### src/rtl/evt_irq_pkg.sv
package evt_irq_pkg;
  localparam int unsigned NUM_EVT = 10;
  localparam int unsigned NUM_IRQ = 3;
  localparam int unsigned REG_W   = 32;
  localparam int unsigned ENA_OFS = 8;
  localparam int unsigned USB_EVT = 2;
  localparam int unsigned AUD_OFS = 14;

  function automatic int unsigned stat_pos(int unsigned e);
    return (e < USB_EVT) ? e : e + AUD_OFS;
  endfunction

  function automatic int unsigned ena_pos(int unsigned e);
    return stat_pos(e) + ENA_OFS;
  endfunction

  // line 0: usb error only; line 1: usb done + all-done; line 2: half-done
  function automatic int unsigned irq_line(int unsigned e);
    if (e == 1) return 0;
    else if ((e % 2) == 0) return 1;
    else return 2;
  endfunction

  function automatic logic [NUM_EVT-1:0] line_mask(int unsigned l);
    logic [NUM_EVT-1:0] m;
    m = '0;
    for (int unsigned e = 0; e < NUM_EVT; e++)
      if (irq_line(e) == l) m[e] = 1'b1;
    return m;
  endfunction
endpackage

### src/rtl/evt_flag_bank.sv
module evt_flag_bank
  import evt_irq_pkg::*;
#(
  parameter int unsigned N_EVT = NUM_EVT,
  parameter int unsigned DW    = REG_W
) (
  input  logic             clk_i,
  input  logic             rst_ni,
  input  logic [N_EVT-1:0] evt_i,
  input  logic             wr_en_i,
  input  logic [DW-1:0]    wr_data_i,
  output logic [N_EVT-1:0] stat_o,
  output logic [N_EVT-1:0] en_o
);
  for (genvar g = 0; g < N_EVT; g++) begin : g_flag
    localparam int unsigned SP = stat_pos(g);
    localparam int unsigned EP = ena_pos(g);
    logic stat_q, en_q;

    always_ff @(posedge clk_i or negedge rst_ni) begin
      if (!rst_ni) begin
        stat_q <= 1'b0;
        en_q   <= 1'b0;
      end else begin
        // event has priority over a clearing write
        if (evt_i[g])     stat_q <= 1'b1;
        else if (wr_en_i) stat_q <= stat_q & wr_data_i[SP];
        if (wr_en_i)      en_q   <= wr_data_i[EP];
      end
    end

    assign stat_o[g] = stat_q;
    assign en_o[g]   = en_q;

    a_r2_evt_sets: assert property (@(posedge clk_i) disable iff (!rst_ni)
      evt_i[g] |=> stat_o[g]);
    a_r4_no_sw_set: assert property (@(posedge clk_i) disable iff (!rst_ni)
      (!stat_o[g] && !evt_i[g]) |=> !stat_o[g]);
    a_r4_sticky: assert property (@(posedge clk_i) disable iff (!rst_ni)
      (stat_o[g] && !wr_en_i) |=> stat_o[g]);
    a_r3_en_hold: assert property (@(posedge clk_i) disable iff (!rst_ni)
      !wr_en_i |=> $stable(en_o[g]));
  end
endmodule

### src/rtl/evt_irq_route.sv
module evt_irq_route
  import evt_irq_pkg::*;
#(
  parameter int unsigned N_EVT = NUM_EVT,
  parameter int unsigned N_IRQ = NUM_IRQ
) (
  input  logic             clk_i,
  input  logic             rst_ni,
  input  logic [N_EVT-1:0] stat_i,
  input  logic [N_EVT-1:0] en_i,
  output logic [N_IRQ-1:0] irq_o
);
  logic [N_EVT-1:0] act;
  assign act = stat_i & en_i;

  for (genvar l = 0; l < N_IRQ; l++) begin : g_line
    localparam logic [N_EVT-1:0] GRP = line_mask(l);
    logic irq_q;
    always_ff @(posedge clk_i or negedge rst_ni) begin
      if (!rst_ni) irq_q <= 1'b0;
      else         irq_q <= |(act & GRP);
    end
    assign irq_o[l] = irq_q;

    // a line stays up while any contributor is active
    a_r10_hold: assert property (@(posedge clk_i) disable iff (!rst_ni)
      (|(stat_i & en_i & GRP)) |=> irq_o[l]);
    a_r10_drop: assert property (@(posedge clk_i) disable iff (!rst_ni)
      !(|(stat_i & en_i & GRP)) |=> !irq_o[l]);
  end

  a_r7_line0_usb_err: assert property (@(posedge clk_i) disable iff (!rst_ni)
    irq_o[0] |-> $past(stat_i[1] && en_i[1]));
endmodule

### src/rtl/evt_irq_agg.sv
module evt_irq_agg
  import evt_irq_pkg::*;
#(
  parameter int unsigned N_EVT = NUM_EVT,
  parameter int unsigned N_IRQ = NUM_IRQ,
  parameter int unsigned DW    = REG_W
) (
  input  logic             clk_i,
  input  logic             rst_ni,
  input  logic [N_EVT-1:0] evt_i,
  input  logic             wr_en_i,
  input  logic [DW-1:0]    wr_data_i,
  output logic [DW-1:0]    rd_data_o,
  output logic [N_IRQ-1:0] irq_o
);
  logic [N_EVT-1:0] stat, en;

  evt_flag_bank #(.N_EVT(N_EVT), .DW(DW)) u_flags (
    .clk_i, .rst_ni, .evt_i, .wr_en_i, .wr_data_i,
    .stat_o(stat), .en_o(en)
  );

  evt_irq_route #(.N_EVT(N_EVT), .N_IRQ(N_IRQ)) u_route (
    .clk_i, .rst_ni, .stat_i(stat), .en_i(en), .irq_o
  );

  always_comb begin
    rd_data_o = '0;
    for (int unsigned e = 0; e < N_EVT; e++) begin
      rd_data_o[stat_pos(e)] = stat[e];
      rd_data_o[ena_pos(e)]  = en[e];
    end
  end

  a_r5_rsv_zero: assert property (@(posedge clk_i) disable iff (!rst_ni)
    (rd_data_o[15:10] == '0) && (rd_data_o[7:2] == '0));
endmodule

### config.mk
export PLATFORM = sky130hd
export DESIGN_NAME = evt_irq_agg
export DESIGN_NICKNAME = d
export VERILOG_FILES = /design/src/rtl/evt_irq_pkg.sv /design/src/rtl/evt_flag_bank.sv /design/src/rtl/evt_irq_route.sv /design/src/rtl/evt_irq_agg.sv
export SDC_FILE = /design/constraint.sdc
export NUM_CORES = 1
export LEC_CHECK = 0
export ABC_AREA = 1
export CAP_MARGIN = 20
export CORE_MARGIN = 10
export CORE_UTILIZATION = 55
export DETAILED_ROUTE_END_ITERATION = 6
export DONT_BUFFER_PORTS = 1
export PLACE_DENSITY = 0.73
export SLEW_MARGIN = 20
export SYNTH_ARGS = -nofsm -noshare
export SYNTH_HDL_FRONTEND = slang
export SYNTH_SLANG_ARGS = --single-unit
### constraint.sdc
create_clock -name clk_i -period 1.8 [get_ports clk_i]
set_clock_uncertainty 0.2 [all_clocks]
set_input_delay 0.36 -clock clk_i [delete_from_list [all_inputs] [get_ports clk_i]]
set_output_delay 0.36 -clock clk_i [all_outputs]
set_load 0.1 [all_outputs]
==> run_results.csv <==
group,metric,value,unit
cts,clk_pin_slew,0.14,ns
route,drt_iter0_drc,28,
cts,cts_root_buf,"clkbuf_4",
synth,syn_area_per_cell,8.60,µm²
timing,finalMaxSlewViolations,0,
route,wl_per_cell,15.2,µm
cts,htree_levels,1,
global_route,grt_pass1_wl,4940,µm
synth,ys.flop_type,"dfrtp_1",
die,dieArea,0.00448,mm²
worst_setup_path,worst_setup_path_end_kind,"register",
worst_setup_path,cp.required,1.81,ns
cells_and_area,layout-drive-gt1-share,22.4,%
timing,tightest_slew,0.503,ns
place,gp_congestion,0.787,
power,vdd_drop_max,0.757,mV
synth,ys_warn_count,0,
worst_setup_path,reg2regPathDepth,4,
synth,synth_edf_count,0,
place,port_buffers,0,
cts,insertion_delay,0.31,ns
worst_setup_path,start_kind,"register",
power,power.density,971,mW/mm²
synth,synth_seq_cells,23,
global_route,grt_pass1_vias,1064,
worst_setup_path,r2r-start,"u_flags.g_flag[9].stat_q$_DFFE_PN0P_",
synth,synthTopCellsByArea,"dfrtp_1 (47%), buf_4 (22%), nand2_1 (16%)",
min_path,min_from,"wr_en_i",
timing,rsz0062_at_grt,"no",
global_route,grt_max_degree,24,
synth,synth_top_area_share,47.5,%
min_path,hp-class,"primary input to register",
worst_setup_path,slowest_stage,"dlygate4sd3_1",
cts,post_cts_buffers,0,
place,dpl.hpwl,2030,µm
cts,clkSinkCount,23,
cells_and_area,syn2layout_area_growth,26.3,%
die,fp-row-count,16,
die,core_area,0.00202,mm²
route,firstDrtPassIters,4,
route,vias_per_cell,4.40,
cells_and_area,regArea,576,µm²
min_path,hold_end,"u_flags.g_flag[5].en_q$_DFFE_PN0P_",
synth,synth_area_leader_cell,"dfrtp_1",
synth,syn_area,0.00121,mm²
timing,min_period,1.63,ns
worst_setup_path,reg2reg_to,"u_flags.g_flag[9].stat_q$_DFFE_PN0P_",
die,die_w,67.0,µm
synth,seq_area_frac_synth,47.5,%
die,fp.dieH,67.0,µm
timing,max-slew-margin-rel,66.5,%
min_path,whs_path_depth,3,
synth,synthDistinctLibCells,11,
synth,ys_async_sr_fraction,100,%
route,wirelength,3050,µm
outcome,status,"complete, no violations",
worst_setup_path,cp_max_fo,3,
route,drcViolationCount,0,
route,antenna_left,0,
cells_and_area,nFillCells,141,
global_route,antenna_found_initial,0,
route,dr_total_vias,885,
timing,fmax,0.614,GHz
cts,cts_inserted_buffers,3,
worst_setup_path,path_cells,"buf_4, o21ai_2, nand2_1, dlygate4sd3_1",
cells_and_area,antenna_cells,0,
timing,hold_violations,0,
die,start_util,60.0,%
die,ios,80,
cells_and_area,num-nets-final,220,
worst_setup_path,cp.arrival,1.64,ns
synth,synthCells,141,
worst_setup_path,crit_path_start,"u_flags.g_flag[9].stat_q$_DFFE_PN0P_",
global_route,overflow,0,
synth,synth_common_cells,"nand2_1 (53), buf_4 (35), dfrtp_1 (23)",
timing,tns,0,ns
cells_and_area,multiInputGateArea,342,µm²
synth,synth_most_common_cell,"nand2_1",
flow_run,cap_violations,0,
cts,cts_tree,"yes",
timing,setup_viol_count_final,0,
global_route,grt_usage,14.0,%
cells_and_area,fin_util,75.7,%
cts,clockBufferDepth,2,
worst_setup_path,path_class,"register to register",
timing,period_share,90.5,%
worst_setup_path,slowest_delay,0.55,ns
worst_setup_path,rrSetupSlack,0.17,ns
power,total_leakage_power,0.000786,µW
-- where the power goes --
group,total (µW),internal [µW],switching [µW]
registers,575,558,17.2
clock network,244,84.6,159
logic,668,137,531
total,1490,779,708
-- how the worst max path moves through the flow --
stage	to	slack, ns	depth (start not counted)
finish	u_flags.g_flag[9].stat_q$_DFFE_PN0P_	0.17	4
global route	u_flags.g_flag[1].stat_q$_DFFE_PN0P_	0.08	4
CTS	u_flags.g_flag[2].stat_q$_DFFE_PN0P_	0.16	4
detailed placement	rd_data_o[21]	0.57	1
global placement	rd_data_o[21]	0.58	1
floorplan	rd_data_o[0]	0.60	1
-- layer usage --
metal | vias up | track usage (%) | part of all wire [%]
met2 | 39 | 26.5 | 54
met4 | 0 | 5.38 | 0.89
met1 | 404 | 14.1 | 39
li1 | 440 | - | -
met5 | - | 0 | 0
met3 | 2 | 3.68 | 6.4
-- worst max-delay path, delay by kind of cell, from the launching register on --
kind | cells | cell delay (ns)
AND/OR/NAND/NOR | 1 | 0.06
AO/OA/AOI/OAI | 1 | 0.08
flip-flops | 1 | 0.40
buffers and inverters | 2 | 0.79
-- kinds of logic after synthesis --
group                  after synthesis  synth area share (%)
other                                1                 0.309
DFF                                 23                  47.5
and+or+nand+nor                     55                  17.2
AOI/OAI and AO/OA                   10                  7.22
buffers and inverters               52                  27.8
-- layout make-up --
| type | instances | share of cell area [%] |
|---|---|---|
| inverter | 14 | 3.43 |
| timing repair buffer | 56 | 32.5 |
| clock inverter | 1 | 0.490 |
| multi-input combinational | 77 | 22.3 |
| tap | 27 | 2.21 |
| sequential | 23 | 37.6 |
| clock buffer | 3 | 1.47 |
-- stage by stage --
step	setup slack [ns]	instances	hold slack (ns)	cell area [µm²]	total power (µW)
2_1_floorplan	0.597	152	-0.136	1250	1180
3_5_place_dp	0.573	164	-0.135	1180	1180
3_3_place_gp	0.583	164	-0.135	1180	1170
5_1_grt	0.0848	201	0.185	1530	1550
6_report	0.171	201	0.169	1530	1490
4_1_cts	0.161	200	0.181	1530	1490
-- what timing repair did --
| action | in CTS | in global routing |
|---|---|---|
| endpoints found under the hold margin | 43 | 23 |
| resized for setup | 0 | 0 |
| hold buffers | 32 | 1 |
-- cell usage in the layout, fill, tap and decap left out, drive strengths merged --
master	count
nor2	1
inv	14
clkbuf	3
conb	12
dlygate4sd3	32
o21ai	10
clkinvlp	1
nand2	53
dfrtp	23
buf	24
nand4	1
-- flip-flops by register name, indices dropped and copies added, names as in the netlist --
| signal | flops |
|---|---|
| u_flags.g_flag.en_q | 10 |
| u_flags.g_flag.stat_q | 10 |
| u_route.g_line.irq_q | 3 |
Power figures use the tool's default switching activity.
